## src/rtl/lcd_pkg.sv

```systemverilog
package lcd_pkg;
  typedef enum logic {
    CODE_BIPHASE = 1'b0,
    CODE_MANCH   = 1'b1
  } line_code_e;
endpackage

```

## src/rtl/lcd_line_sync.sv

```systemverilog
module lcd_line_sync #(
  parameter int STAGES = 2
) (
  input  logic clk,
  input  logic rst_n,
  input  logic line_i,
  output logic line_s,
  output logic edge_p
);
  logic [STAGES-1:0] sync_q;
  logic [STAGES-1:0] sync_n;
  logic              prev_q;

  generate
    for (genvar g = 0; g < STAGES; g++) begin : g_stage
      if (g == 0) begin : g_first
        assign sync_n[g] = line_i;
      end else begin : g_next
        assign sync_n[g] = sync_q[g-1];
      end
    end
  endgenerate

  always_ff @(posedge clk or negedge rst_n) begin
    if (!rst_n) begin
      sync_q <= '0;
      prev_q <= 1'b0;
    end else begin
      sync_q <= sync_n;
      prev_q <= sync_q[STAGES-1];
    end
  end

  assign line_s = sync_q[STAGES-1];
  assign edge_p = sync_q[STAGES-1] ^ prev_q;
endmodule

```

## src/rtl/lcd_pulse_timer.sv

```systemverilog
module lcd_pulse_timer #(
  parameter int LEN = 12
) (
  input  logic clk,
  input  logic rst_n,
  input  logic fire,
  output logic busy,
  output logic expire
);
  localparam int W = $clog2(LEN + 1);

  logic [W-1:0] cnt_q;
  logic [W-1:0] cnt_n;

  always_comb begin
    cnt_n = cnt_q;
    if (fire) begin
      cnt_n = W'(LEN);
    end else if (cnt_q != '0) begin
      cnt_n = cnt_q - 1'b1;
    end
  end

  always_ff @(posedge clk or negedge rst_n) begin
    if (!rst_n) begin
      cnt_q <= '0;
    end else begin
      cnt_q <= cnt_n;
    end
  end

  assign busy   = (cnt_q != '0);
  assign expire = (cnt_q == W'(1));
endmodule

```

## src/rtl/selfclk_line_decoder.sv

```systemverilog
module selfclk_line_decoder
  import lcd_pkg::*;
#(
  parameter int BIT_CLKS    = 16,
  parameter int SYNC_STAGES = 2
) (
  input  logic clk,
  input  logic rst_n,
  input  logic line_i,
  input  logic mode_i,
  output logic bit_o,
  output logic bit_vld_o,
  output logic los_o
);
  localparam int GATE_CLKS = (3 * BIT_CLKS) / 4;
  localparam int LOS_CLKS  = (3 * BIT_CLKS) / 2;

  line_code_e code;
  logic line_s;
  logic edge_p;
  logic gate_fire;
  logic gate_busy;
  logic gate_exp;
  logic los_exp;

  logic mid_q, mid_n;
  logic bit_q, bit_n;
  logic vld_q, vld_n;
  logic los_q, los_n;

  assign code = line_code_e'(mode_i);

  lcd_line_sync #(.STAGES(SYNC_STAGES)) u_sync (
    .clk    (clk),
    .rst_n  (rst_n),
    .line_i (line_i),
    .line_s (line_s),
    .edge_p (edge_p)
  );

  // window (biphase) or hold-off (Manchester): one timer, modes exclusive
  assign gate_fire = edge_p & ~gate_busy;

  lcd_pulse_timer #(.LEN(GATE_CLKS)) u_gate (
    .clk    (clk),
    .rst_n  (rst_n),
    .fire   (gate_fire),
    .busy   (gate_busy),
    .expire (gate_exp)
  );

  lcd_pulse_timer #(.LEN(LOS_CLKS)) u_quiet (
    .clk    (clk),
    .rst_n  (rst_n),
    .fire   (edge_p),
    .busy   (),
    .expire (los_exp)
  );

  always_comb begin
    mid_n = mid_q;
    bit_n = bit_q;
    vld_n = 1'b0;
    los_n = los_q;
    unique case (code)
      CODE_BIPHASE: begin
        if (gate_fire) begin
          mid_n = 1'b0;
        end else if (edge_p) begin
          mid_n = 1'b1;
        end
        if (gate_exp) begin
          vld_n = 1'b1;
          bit_n = mid_q | edge_p;
        end
      end
      CODE_MANCH: begin
        if (gate_fire) begin
          vld_n = 1'b1;
          bit_n = line_s;
        end
      end
      default: ;
    endcase
    if (edge_p) begin
      los_n = 1'b0;
    end else if (los_exp) begin
      los_n = 1'b1;
    end
  end

  always_ff @(posedge clk or negedge rst_n) begin
    if (!rst_n) begin
      mid_q <= 1'b0;
      bit_q <= 1'b0;
      vld_q <= 1'b0;
      los_q <= 1'b0;
    end else begin
      mid_q <= mid_n;
      bit_q <= bit_n;
      vld_q <= vld_n;
      los_q <= los_n;
    end
  end

  assign bit_o     = bit_q;
  assign bit_vld_o = vld_q;
  assign los_o     = los_q;
endmodule

```

## config.mk

```make
export PLATFORM = sky130hd
export DESIGN_NAME = selfclk_line_decoder
export DESIGN_NICKNAME = d
export VERILOG_FILES = /design/src/rtl/lcd_pkg.sv /design/src/rtl/lcd_line_sync.sv /design/src/rtl/lcd_pulse_timer.sv /design/src/rtl/selfclk_line_decoder.sv
export SDC_FILE = /design/constraint.sdc
export NUM_CORES = 1
export LEC_CHECK = 0
export BUFFER_PORTS_ARGS = -buffer_cell sky130_fd_sc_hd__buf_2
export CORE_MARGIN = 4
export CORE_UTILIZATION = 50
export DETAILED_ROUTE_END_ITERATION = 8
export PLACE_DENSITY_LB_ADDON = 0.05
export SKIP_LAST_GASP = 1
export SYNTH_ARGS = -nofsm -noshare
export SYNTH_HDL_FRONTEND = slang
export SYNTH_HIERARCHICAL = 1
export SYNTH_SLANG_ARGS = --single-unit
```

## constraint.sdc

```tcl
create_clock -name clk -period 1.8 [get_ports clk]
set_clock_uncertainty 0.1 [all_clocks]
set_input_delay 0.36 -clock clk [delete_from_list [all_inputs] [get_ports clk]]
set_output_delay 0.36 -clock clk [all_outputs]
set_load 0.02 [all_outputs]
```

# [After elaboration in Yosys (flattened, before gate mapping)]
# Cells that the tools add are included.
[word_totals] reg_bits=16 elab_cells=41
[classes] addsub=2 n_eq_ne=4 muxes=14 bitwise=5 n_reduce_logical=8
[ops] cell="5-bit 2-to-1 mux" n=2
[ops] cell="1-bit 2-to-1 mux" n=8
[ops] cell="4-bit 2-to-1 mux" n=2
[ops] cell="2-bit nonzero test" n=4
[ops] cell="5-bit by 1-bit equality test with 1-bit output (second input constant)" n=1
[ops] cell="5-bit nonzero test" n=1
[ops] cell="5-bit by 1-bit subtractor with 5-bit output (second input constant)" n=1
[ops] cell="4-bit by 1-bit equality test with 1-bit output (second input constant)" n=1
[ops] cell="1-bit case mux with 2 select lines" n=2
[ops] cell="2-bit AND reduction" n=2
[ops] cell="4-bit nonzero test" n=1
[ops] cell="4-bit by 1-bit subtractor with 4-bit output (second input constant)" n=1
[ops] cell="2-bit by 1-bit != test with 1-bit output (second input constant)" n=1
[ops] cell="2-bit != test (second input constant)" n=1
[ops] cell="1-bit NOT" n=2
[ops] cell="1-bit bitwise AND" n=1
[ops] cell="1-bit bitwise OR" n=1
[ops] cell="1-bit XOR" n=1

# [Longest topological paths before layout]
# Gate-level depths: netlist of the first run.
[depth] ltp_word=5 depth_mapped=6 ltp_nobuf=6

# [By module]
# Netlist of the first run, hierarchy kept.
[modules_own_cells] mod="lcd_pulse_timer (u_quiet)" instances=1 cells_each=26 area_each_um2=281.5 seq_area_each_um2=125.1
[modules_own_cells] mod="lcd_pulse_timer (u_gate)" instances=1 cells_each=24 area_each_um2=259.0 seq_area_each_um2=100.1
[modules_own_cells] mod="selfclk_line_decoder" instances=1 cells_each=14 area_each_um2=178.9 seq_area_each_um2=100.1
[modules_own_cells] mod="lcd_line_sync" instances=1 cells_each=4 area_each_um2=83.8 seq_area_each_um2=75.1

# [Worst setup path after synthesis of the first run]
# Ideal clock, no wire load.
[synth_timing] kind="flip-flop to flip-flop" startpoint="register u_gate.cnt_q[0]" endpoint="register u_gate.cnt_q[0]" arrival_ps=1646 setup_slack_ps=-71 stages_incl_launch_ff=7 path_buffers=0 synth_period_minus_slack_ps=1871 path_cell_list="dfrtp_1 -> inv_1 -> ha_1 -> or3b_4 -> and2b_4 -> nor2b_1 -> mux2_4"
[synth_via] elab_chain_cells=4 word_cells_on_any_way=7
[synth_lines] element="start: declaration" line_no="lcd_pulse_timer.sv:12" text="logic [W-1:0] cnt_q;"
[synth_lines] element="start signal: assignment" line_no="lcd_pulse_timer.sv:28" text="cnt_q <= cnt_n;"
[synth_lines] element="4-bit nonzero test (*)" line_no="lcd_pulse_timer.sv:32" text="assign busy = (cnt_q != '0);"
[synth_lines] element="via gate_busy" line_no="selfclk_line_decoder.sv:22" text="logic gate_busy;"
[synth_lines] element="1-bit NOT (*)" line_no="selfclk_line_decoder.sv:42" text="assign gate_fire = edge_p & ~gate_busy;"
[synth_lines] element="1-bit bitwise AND (*)" line_no="selfclk_line_decoder.sv:42"
[synth_lines] element="via gate_fire" line_no="selfclk_line_decoder.sv:21" text="logic gate_fire;"
[synth_lines] element="4-bit 2-to-1 mux / 2-bit nonzero test (equally long branches)"
# Mark *: on every way through the listed nets, which the timed path passes. The rest lies on a longest branch. The select of a mux whose other input is x is not followed.
# A chain may end at the register's enable or synchronous reset.

# [Worst setup path in the final report of the first run]
[layout_timing] startpoint="register u_gate.cnt_q[1]" endpoint="register u_gate.cnt_q[0]"
# The elaborated chain is that of the path after synthesis.

==> results of run 1 <==
-- synth_stat cells, types with 2 or more instances --
master and number:
dfrtp_1 16, nand2b_1 3, nor2_1 7, a211o_1 3, mux2_2 2, nor3_1 2
mux2i_1 2, nor4b_1 2, nor2b_1 4, ha_1 5, inv_1 4
-- worst max-delay path, cell delays in order, from the launching register on --
cell	delay, ps
dfrtp_1	390
inv_2	80
ha_4	140
or3b_4	370
and2b_4	280
nor2b_1	50
mux2_4	260
-- cell usage in the layout, fill, tap and decap left out, drive strengths merged --
cell type     n
or3b          1
nor3          2
o22ai         1
a21oi         1
nor2          7
nand3b        1
ha            5
or3           1
a211o         3
nor3b         1
a211oi        2
nor4b         2
nand2         1
or4b          1
xor2          1
dlygate4sd3   1
mux2          3
nand2b        3
clkbuf        4
and2b         1
dfrtp        16
mux2i         2
inv           4
or2b          1
a21o          1
nor2b         4
buf          16
o31a          1
xnor2         1
-- cell type report --
type,instances,area [sq um]
Inverter,4,15.01
Multi-Input combinational cell,47,389.1
Fill cell,122,530.5
Sequential cell,16,400.4
Tap cell,16,20.02
Timing Repair Buffer,17,115.1
Clock buffer,4,36.28
-- sequential cells by signal, indices dropped and copies added, names as in the netlist --
signal	cells
u_quiet/cnt_q	5
u_gate/cnt_q	4
u_sync/prev_q	1
los_o	1
u_sync/sync_q	2
mid_q	1
bit_o	1
bit_vld_o	1
-- per-layer routing --
| layer | GRT usage | share of wire | vias up |
|---|---|---|---|
| met5 | 0 | 0 | - |
| met4 | 0.06452 | 0.0077 | 0 |
| met3 | 0.04511 | 0.052 | 2 |
| met2 | 0.1847 | 0.39 | 11 |
| met1 | 0.2140 | 0.55 | 255 |
| li1 | - | - | 276 |
-- logic make-up after synthesis --
| group | Yosys count |
|---|---|
| and+or+nand+nor | 26 |
| muxes | 5 |
| DFF | 16 |
| adders and majority gates | 5 |
| buffers and inverters | 5 |
| xor gates and xnor gates | 2 |
| AOI/OAI and AO/OA | 9 |
-- metrics by stage --
stage	area, sq um	setup TNS, ps
after floorplan	805.8	-81.89
after global placement	904.6	0
after detailed placement	904.6	-21.66
after CTS	960.9	0
after global routing	975.9	-117.5
final	975.9	0
-- where the power goes --
group          leakage, nW  internal, mW  switching (mW)
clock network       0.0210         0.123           0.115
registers            0.187         0.463          0.0834
logic                0.246         0.373           0.267
-- what timing repair did --
| action | in CTS | in global routing |
|---|---|---|
| pin swaps | 1 | 1 |
| gates resized for setup | 3 | 0 |
| buffers inserted | 0 | 2 |
| hold endpoints to repair | 16 | 0 |
| hold buffers | 1 | 0 |
| setup endpoints to repair | 1 | 2 |
-- worst min-delay path by stage --
stage / end / from
final: u_sync/sync_q[0] / line_i
after global routing: u_sync/sync_q[0] / line_i
after CTS: u_sync/sync_q[0] / line_i
after detailed placement: u_gate/cnt_q[2] / rst_n
after global placement: u_gate/cnt_q[1] / rst_n
after floorplan: bit_o / rst_n
==> metrics.csv, run 1 <==
metric,value,unit
period utilization,0.9886,
latest clock arrival within the worst-skew pair,280,ps
Post-Place Cells,97,
RSZ-0062 raised after global routing,true,
total congestion overflow,0,
Layout Area Growth over Synthesis,21.50,%
Synth top area share,0.4984,
post-route ant nets,0,
outcome,completed,
WP data arrival,1850,ps
static leakage power,0.4547,nW
clk buf depth,2,
final hold vios,0,
DRC errors left,0,
Max-Cap Viols,0,
initial antenna violation count,0,
GPL Wtd Cong,0.7706,
CP startpoint,u_gate/cnt_q[1],
Hold WC Path Type,in -> reg,
power per cell area,1459,nW/um^2
clock-pin slew on the worst setup and hold paths,100,ps
Post-Syn Nets,77,
Seq cells post-synth,16,
fin nets,98,
ant diodes,0,
Pre-Repair DR Iteration Count,4,
Mapped Area,803.3,sq um
Hold Path Depth,1,
Yosys warning count,6,
Final min period,1779,ps
critical path required time,1870,ps
num ports,7,
1st-iter DRT viols,5,
Mapped Cells,68,
post-layout util,0.6478,
Max Slew Vio Count,0,
compound-gate portion of the synthesized area,0.09190,
peak supply drop,0.8567,mV
"Seq/Total Area, Yosys",0.4984,
CTS sink count,16,
r2r setup slk,20,ps
final non-filler cell total,104,
vias in the first global route,486,
XOR/XNOR Fraction of Synth Area,0.02181,
cells on worst reg2reg path,6,
final worst slack,20.61,ps
predominant post-synthesis flop cell,dfrtp_1,
dpl ws,-21.66,ps
die width,48.08,um
IO Port Bufs,6,
Critical Path End Type,flop,
CP Capture Point,u_gate/cnt_q[0],
final wirelength,1299,um
total track usage,0.1430,
number of CTS-inserted buffers,3,
Final setup viols,0,
Core ar.,1506,sq um
share of cells above drive strength 1,0.3409,
maximum level of the CTS H-tree,1,
Post-synth ARST share,1.000,
dpl hpwl,957.8,um
syn_area_per_cell,11.81,sq um
Rows,14,
Slew headroom,0.7153,
Post-Synth Adder-Cell Area,0.07788,
Vias,544,
first-pass GRT wire length,2201,um
CTS tree,yes,
Slew @ Worst Pin,426.1,ps
"Max FO, Critical Path",5,
clock root cell,clkbuf_4,
largest net degree at the start of global routing,17,
worst r2r dst,u_gate/cnt_q[0],
multiplexer share of the synthesized area,0.07165,
DR vias/cell,5.231,
Die ar.,2312,sq um
Fmax,0.5620,GHz
leading area contributor after synthesis,dfrtp_1,
crit path launch type,flop,
Die H,48.08,um
distinct cell type count after synthesis,29,
Area contributors post-synth,"dfrtp_1, ha_1, nor2_1",
largest family of logic cells by synthesized area,simple AND/OR/NAND/NOR gates,
path type of the worst setup path,reg -> reg,
routed len/inst,12.49,um
hold slack,75.77,ps
worst reg2reg startpoint,u_gate/cnt_q[1],
Starting Density,0.5332,
fraction of the mapped netlist area in simple logic gates,0.2056,
Post-synth EDFFs,0,
Design Power,1.424,mW
No activity file was read; power rests on OpenSTA's default activity.
==> run 2, diff against run 1 <==
--- a/config.mk
+++ b/config.mk
@@ -5,6 +5,7 @@
 export SDC_FILE = /design/constraint.sdc
 export NUM_CORES = 1
 export LEC_CHECK = 0
+export ABC_AREA = 1
 export BUFFER_PORTS_ARGS = -buffer_cell sky130_fd_sc_hd__buf_2
 export CORE_MARGIN = 4
 export CORE_UTILIZATION = 50
==> constraint.sdc (replaced) <==
create_clock -name clk -period 1.8 [get_ports clk]
set_clock_uncertainty 0.1 [all_clocks]
set_input_delay 0.09 -clock clk [delete_from_list [all_inputs] [get_ports clk]]
set_output_delay 0.09 -clock clk [all_outputs]
set_load 0.02 [all_outputs]
==> run 2 against run 1 <==
- via count grew 10%
- cell count grew 19%
- combinational power shrank 22%
- first-iteration DRC count shrank 20%
- largest cell class unchanged
==> metrics.csv, run 2 <==
metric,value,unit,change
DR vias/cell,4.847,,was 5.231
Mapped Area,805.8,sq um,was 803.3 sq um
compound-gate portion of the synthesized area,0.03106,,was 0.09190
Slew @ Worst Pin,345.8,ps,was 426.1 ps
Post-synth ARST share,1.000,,unchanged
path type of the worst setup path,reg -> reg,,unchanged
"Max FO, Critical Path",6,,was 5
final worst slack,356.4,ps,was 20.61 ps
total congestion overflow,0,,unchanged
DRC errors left,0,,unchanged
distinct cell type count after synthesis,18,,was 29
static leakage power,0.4979,nW,was 0.4547 nW
number of CTS-inserted buffers,3,,unchanged
fraction of the mapped netlist area in simple logic gates,0.2981,,was 0.2056
initial antenna violation count,0,,unchanged
critical path's top delay family,flip-flops,,was simple AND/OR/NAND/NOR gates
WP data arrival,1520,ps,was 1850 ps
maximum level of the CTS H-tree,1,,unchanged
predominant post-synthesis flop cell,dfrtp_1,,unchanged
post-route ant nets,0,,unchanged
routed len/inst,9.831,um,was 12.49 um
Post-CTS Setup Inserts,0,,unchanged
largest net degree at the start of global routing,17,,unchanged
clock root cell,clkbuf_4,,unchanged
final hold vios,0,,unchanged
leading area contributor after synthesis,dfrtp_1,,unchanged
Critical Path End Type,flop,,unchanged
Mapped Cells,96,,was 68
"Seq/Total Area, Yosys",0.4969,,was 0.4984
clock-pin slew on the worst setup and hold paths,90,ps,was 100 ps
die width,48.15,um,was 48.08 um
Core ar.,1506,sq um,unchanged
r2r setup slk,360,ps,was 20 ps
clk buf depth,2,,unchanged
Final min period,1444,ps,was 1779 ps
num ports,7,,unchanged
dpl ws,363.7,ps,was -21.66 ps
CTS sink count,16,,unchanged
syn_area_per_cell,8.393,sq um,was 11.81 sq um
total track usage,0.1370,,was 0.1430
met2 WL,580,um,was 510 um
Max-Cap Viols,0,,unchanged
Post-Syn Nets,105,,was 77
Pre-Repair DR Iteration Count,4,,unchanged
met3 wire length,45,um,was 67 um
XOR/XNOR Fraction of Synth Area,0.01087,,was 0.02181
Post-Synth Adder-Cell Area,0.07764,,was 0.07788
Area contributors post-synth,"dfrtp_1, nand2_1, ha_1",,"was dfrtp_1, ha_1, nor2_1"
Rows,14,,unchanged
max FFs per register,5,,unchanged
dpl hpwl,939.2,um,was 957.8 um
hold slack,32.26,ps,was 75.77 ps
Starting Density,0.5349,,was 0.5332
vias in the first global route,532,,was 486
crit path launch type,flop,,unchanged
Design Power,1.299,mW,was 1.424 mW
most frequent cells after synthesis,"nand2_1, dfrtp_1, inv_1, nand3_1, nor2_1",,"was dfrtp_1, nor2_1, ha_1, inv_1, nor2b_1"
Post-synth EDFFs,0,,unchanged
GPL Wtd Cong,0.7937,,was 0.7706
period utilization,0.8020,,was 0.9886
final wirelength,1219,um,was 1299 um
first-pass GRT wire length,2097,um,was 2201 um
peak supply drop,0.7172,mV,was 0.8567 mV
Die H,48.15,um,was 48.08 um
Hold WC Path Type,in -> reg,,unchanged
RSZ-0062 raised after global routing,false,,was true
Slew headroom,0.7694,,was 0.7153
Yosys warning count,6,,unchanged
share of cells above drive strength 1,0.1944,,was 0.3409
multiplexer share of the synthesized area,0,,was 0.07165
crit-path max cell delay,420,ps,was 390 ps
Synth top area share,0.4969,,was 0.4984
largest family of logic cells by synthesized area,simple AND/OR/NAND/NOR gates,,unchanged
"Cell Chain, Critical Path",inv_1 > ha_1 > nand2_2 > nor2_1 > inv_2 > nand4_1 > nand2_1,,was inv_2 > ha_4 > or3b_4 > and2b_4 > nor2b_1 > mux2_4
"most common cell after layout, fill and taps aside",nand2_1,,was dfrtp_1
buffers and inverters on the worst path,2,,was 1
Post-Place Cells,118,,was 97
"count leader, synth",nand2_1,,was dfrtp_1
latest clock arrival within the worst-skew pair,280,ps,about the same
Vias,601,,was 544
most frequent cells in the layout,"nand2_1, dfrtp_1, inv_1",,"was dfrtp_1, buf_4, nor2_1"
Seq cells post-synth,16,,unchanged
Fmax,0.6927,GHz,was 0.5620 GHz
metal1 wirelength,559,um,was 711 um
Layout Area Growth over Synthesis,13.20,%,was 21.50%
Setup TNS Final,0,ps,unchanged
most flop-heavy register,u_quiet/cnt_q,,unchanged
CP max-delay cell,dfrtp_1,,unchanged
Max Slew Vio Count,0,,unchanged
outcome,completed,,unchanged
top flop regs,"u_quiet/cnt_q x5, u_gate/cnt_q x4, u_sync/sync_q x2",,unchanged
ant diodes,0,,unchanged
final non-filler cell total,124,,was 104
fin nets,118,,was 98
critical path required time,1880,ps,was 1870 ps
Final setup viols,0,,unchanged
power per cell area,1425,nW/um^2,was 1459 nW/um^2
1st-iter DRT viols,4,,was 5
IO Port Bufs,6,,unchanged
CTS tree,yes,,unchanged
Die ar.,2318,sq um,was 2312 sq um
uppermost layer routed,met4,,unchanged
run 2: changes by cell type in the layout (fill, tap and decap cells not counted), sizes merged, moves of 4 or more:
cell / change
inv: +13
nor2: +4
nand3: +10
buf: -10
nor2b: -4
nand2: +25
run 2: logic make-up (layout without fill, tap and decap cells):
logic type	count (synthesis)	in the layout
AO/OA/AOI/OAI	5	5
buffers and inverters	18	30
XOR/XNOR	1	1
adder cells (fa/ha/maj)	5	5
flip-flops	16	16
AND/OR/NAND/NOR	51	51
run 2: layout make-up:
class                   instances  area (sq um)
clock buffers                   4         36.28
fillers                       134         594.3
inverters                      18         68.82
multi-input cells              62         336.6
flip-flops and latches         16         400.4
well taps                      16         20.02
repair buffers                  8         50.05
run 2: where the power goes:
group	switching (mW)	internal, mW
Sequential	0.0966	0.475
Combinational	0.303	0.196
Clock	0.106	0.123
run 2: final timing paths:
| kind | from | end | cells past startpoint |
|---|---|---|---|
| hold reg to reg | u_sync/sync_q[0] | u_sync/sync_q[1] | 0 |
| min in group asynchronous | rst_n | u_quiet/cnt_q[0] | 2 |
| setup / recovery | u_gate/cnt_q[0] | u_gate/cnt_q[1] | 7 |
| max in group asynchronous | rst_n | mid_q | 2 |
| setup reg to reg | u_gate/cnt_q[0] | u_gate/cnt_q[1] | 7 |
| hold / removal | mode_i | mid_q | 4 |
run 2: routing by layer:
metal / GRT usage / up-vias
met5: 0 / -
met4: 0.09677 / 0
met3: 0.04428 / 5
met2: 0.2161 / 9
met1: 0.1547 / 268
li1: - / 319
run 2: repair_timing:
| action | in CTS | in global routing |
|---|---|---|
| endpoints found under the hold margin | 17 | 0 |
| gates resized for setup | 0 | 0 |
| hold buffers | 2 | 0 |
run 2: through the flow:
stage | util | cell area [sq um]
after global placement | 0.5681 | 855.8
after detailed placement | 0.5681 | 855.8
after CTS | 0.6055 | 912.1
after floorplan | - | 805.8
final | 0.6055 | 912.1
after global routing | 0.6055 | 912.1
run 2: tightest hold or removal path: stages:
cell and delay [ps]:
buf_2 120, nor2_2 50, nor2_1 80, a21oi_1 50
==> run 3, diff against run 2 <==
==> constraint.sdc (replaced) <==
create_clock -name clk -period 1.2 [get_ports clk]
set_clock_uncertainty 0.1 [all_clocks]
set_input_delay 0.06 -clock clk [delete_from_list [all_inputs] [get_ports clk]]
set_output_delay 0.06 -clock clk [all_outputs]
set_load 0.02 [all_outputs]
==> run 3 against run 2 <==
- the run now ends with negative setup slack left
- critical path depth stayed put
- die area stayed put
- setup slack worse by 380 ps
- register-to-register slack worse by 380 ps
- critical endpoint unchanged
- via count is 14% higher
- sequential cell count stayed put
- hold slack better by 89 ps
- sequential power is 53% higher
- cell count is 15% higher
- non-clock buffer count is 19 higher
==> metrics.csv, run 3 (synthesis gave the netlist of run 2 again) <==
metric,value,unit,change
path type of the worst setup path,reg -> reg,,unchanged
Critical Path End Type,flop,,unchanged
Rows,14,,unchanged
peak supply drop,1.206,mV,was 0.7172 mV
first-pass GRT wire length,2573,um,was 2097 um
hold slack,121.0,ps,was 32.26 ps
Fmax,0.8160,GHz,was 0.6927 GHz
post-route ant nets,0,,unchanged
num ports,7,,unchanged
final worst slack,-25.46,ps,was 356.4 ps
largest net degree at the start of global routing,17,,unchanged
failing checks,negative setup slack,,
"most common cell after layout, fill and taps aside",nand2_1,,unchanged
Hold WC Path Type,in -> async,,was in -> reg
final hold vios,0,,unchanged
r2r setup slk,-30,ps,was 360 ps
Layout Area Growth over Synthesis,41.77,%,was 13.20%
DR vias/cell,4.804,,was 4.847
dpl hpwl,1093,um,was 939.2 um
Final min period,1225,ps,was 1444 ps
critical path required time,1280,ps,was 1880 ps
buffers and inverters on the worst path,2,,unchanged
final wirelength,1548,um,was 1219 um
DRC errors left,0,,unchanged
latest clock arrival within the worst-skew pair,280,ps,about the same
most frequent cells in the layout,"nand2_1, buf_4, dfrtp_1",,"was nand2_1, dfrtp_1, inv_1"
ant diodes,0,,unchanged
1st-iter DRT viols,9,,was 4
RSZ-0062 raised after global routing,true,,was false
worst r2r dst,u_gate/cnt_q[1],,unchanged
top flop regs,"u_quiet/cnt_q x5, u_gate/cnt_q x4, u_sync/sync_q x2",,unchanged
die width,48.15,um,unchanged
WP data arrival,1300,ps,was 1520 ps
initial antenna violation count,0,,unchanged
most flop-heavy register,u_quiet/cnt_q,,unchanged
worst reg2reg startpoint,u_gate/cnt_q[0],,unchanged
Final setup viols,3,,was 0
Vias,687,,was 601
final non-filler cell total,143,,was 124
cells on worst reg2reg path,7,,unchanged
Max Slew Vio Count,0,,unchanged
total congestion overflow,0,,unchanged
Starting Density,0.5349,,unchanged
Slew headroom,0.7604,,was 0.7694
share of cells above drive strength 1,0.4173,,was 0.1944
fin nets,137,,was 118
clk buf depth,2,,unchanged
vias in the first global route,640,,was 532
clock root cell,clkbuf_4,,unchanged
CP max-delay cell,dfrtp_1,,unchanged
Setup TNS Final,-62.55,ps,was 0 ps
Max-Cap Viols,0,,unchanged
IO Port Bufs,6,,unchanged
routed len/inst,10.83,um,was 9.831 um
Die H,48.15,um,unchanged
power per cell area,2196,nW/um^2,was 1425 nW/um^2
period utilization,1.021,,was 0.8020
clock-pin slew on the worst setup and hold paths,100,ps,was 90 ps
number of CTS-inserted buffers,3,,unchanged
Core ar.,1506,sq um,unchanged
"Max FO, Critical Path",6,,unchanged
total track usage,0.1595,,was 0.1370
Post-Place Cells,131,,was 118
CTS sink count,16,,unchanged
cell count along the critical path,7,,unchanged
GPL Wtd Cong,0.8620,,was 0.7937
max FFs per register,5,,unchanged
maximum level of the CTS H-tree,1,,unchanged
CTS tree,yes,,unchanged
Pre-Repair DR Iteration Count,4,,unchanged
"Cell Chain, Critical Path",inv_2 > ha_4 > nand2_4 > nor2_4 > inv_2 > nand4_1 > nand2_1,,was inv_1 > ha_1 > nand2_2 > nor2_1 > inv_2 > nand4_1 > nand2_1
Most Frequent Cell on Critical Path,inv_2,,
outcome,"complete, but fails checks",,was completed
critical path's top delay family,flip-flops,,unchanged
Design Power,2.509,mW,was 1.299 mW
Slew @ Worst Pin,359.5,ps,was 345.8 ps
crit path launch type,flop,,unchanged
crit-path max cell delay,420,ps,about the same
Die ar.,2318,sq um,unchanged
static leakage power,0.6008,nW,was 0.4979 nW
run 3: worst max path at each step:
stage / start / endpoint / slack, ps
6_report: u_gate/cnt_q[0] / u_gate/cnt_q[1] / -30
5_1_grt: u_sync/sync_q[1] / u_gate/cnt_q[0] / -100
4_1_cts: u_gate/cnt_q[0] / u_gate/cnt_q[1] / -40
3_5_place_dp: u_gate/cnt_q[0] / bit_o / -50
3_3_place_gp: u_gate/cnt_q[0] / u_gate/cnt_q[1] / -40
2_1_floorplan: u_gate/cnt_q[0] / bit_o / 3
run 3: metrics by stage:
step,setup slack [ps],cell area (sq um),utilization
2_1_floorplan,2.963,828.3,-
3_3_place_gp,-36.98,975.9,0.6478
3_5_place_dp,-49.09,975.9,0.6478
4_1_cts,-38.31,1096,0.7276
5_1_grt,-103.6,1142,0.7583
6_report,-25.46,1142,0.7583
run 3: timing repair:
item | 4_1_cts | 5_1_grt
setup buffers | 3 | 2
pin swaps | 5 | 3
resized for setup | 7 | 9
hold buffers | 3 | 0
setup endpoints to repair | 6 | 10
hold endpoints to repair | 18 | 0
run 3: power by group:
part | leakage (nW) | internal [mW] | switching, mW | total (mW)
Sequential | 0.190 | 0.712 | 0.162 | 0.874
Combinational | 0.390 | 0.638 | 0.647 | 1.29
Clock | 0.0210 | 0.184 | 0.166 | 0.350
Total | 0.601 | 1.53 | 0.975 | 2.51
run 3: final cells by class:
type	instances	area [sq um]
multi-input combinational	62	415.4
clock buffer	4	36.28
inverter	18	71.32
sequential	16	400.4
fill	107	364.1
tap	16	20.02
timing repair buffer	27	198.9
run 3: layer usage:
layer  vias to the layer above  track usage  share of wire
met5                         -            0              0
li1                        360            -              -
met3                         2      0.02214          0.034
met2                         9       0.2786           0.51
met4                         0      0.06452         0.0065
met1                       316       0.1950           0.44
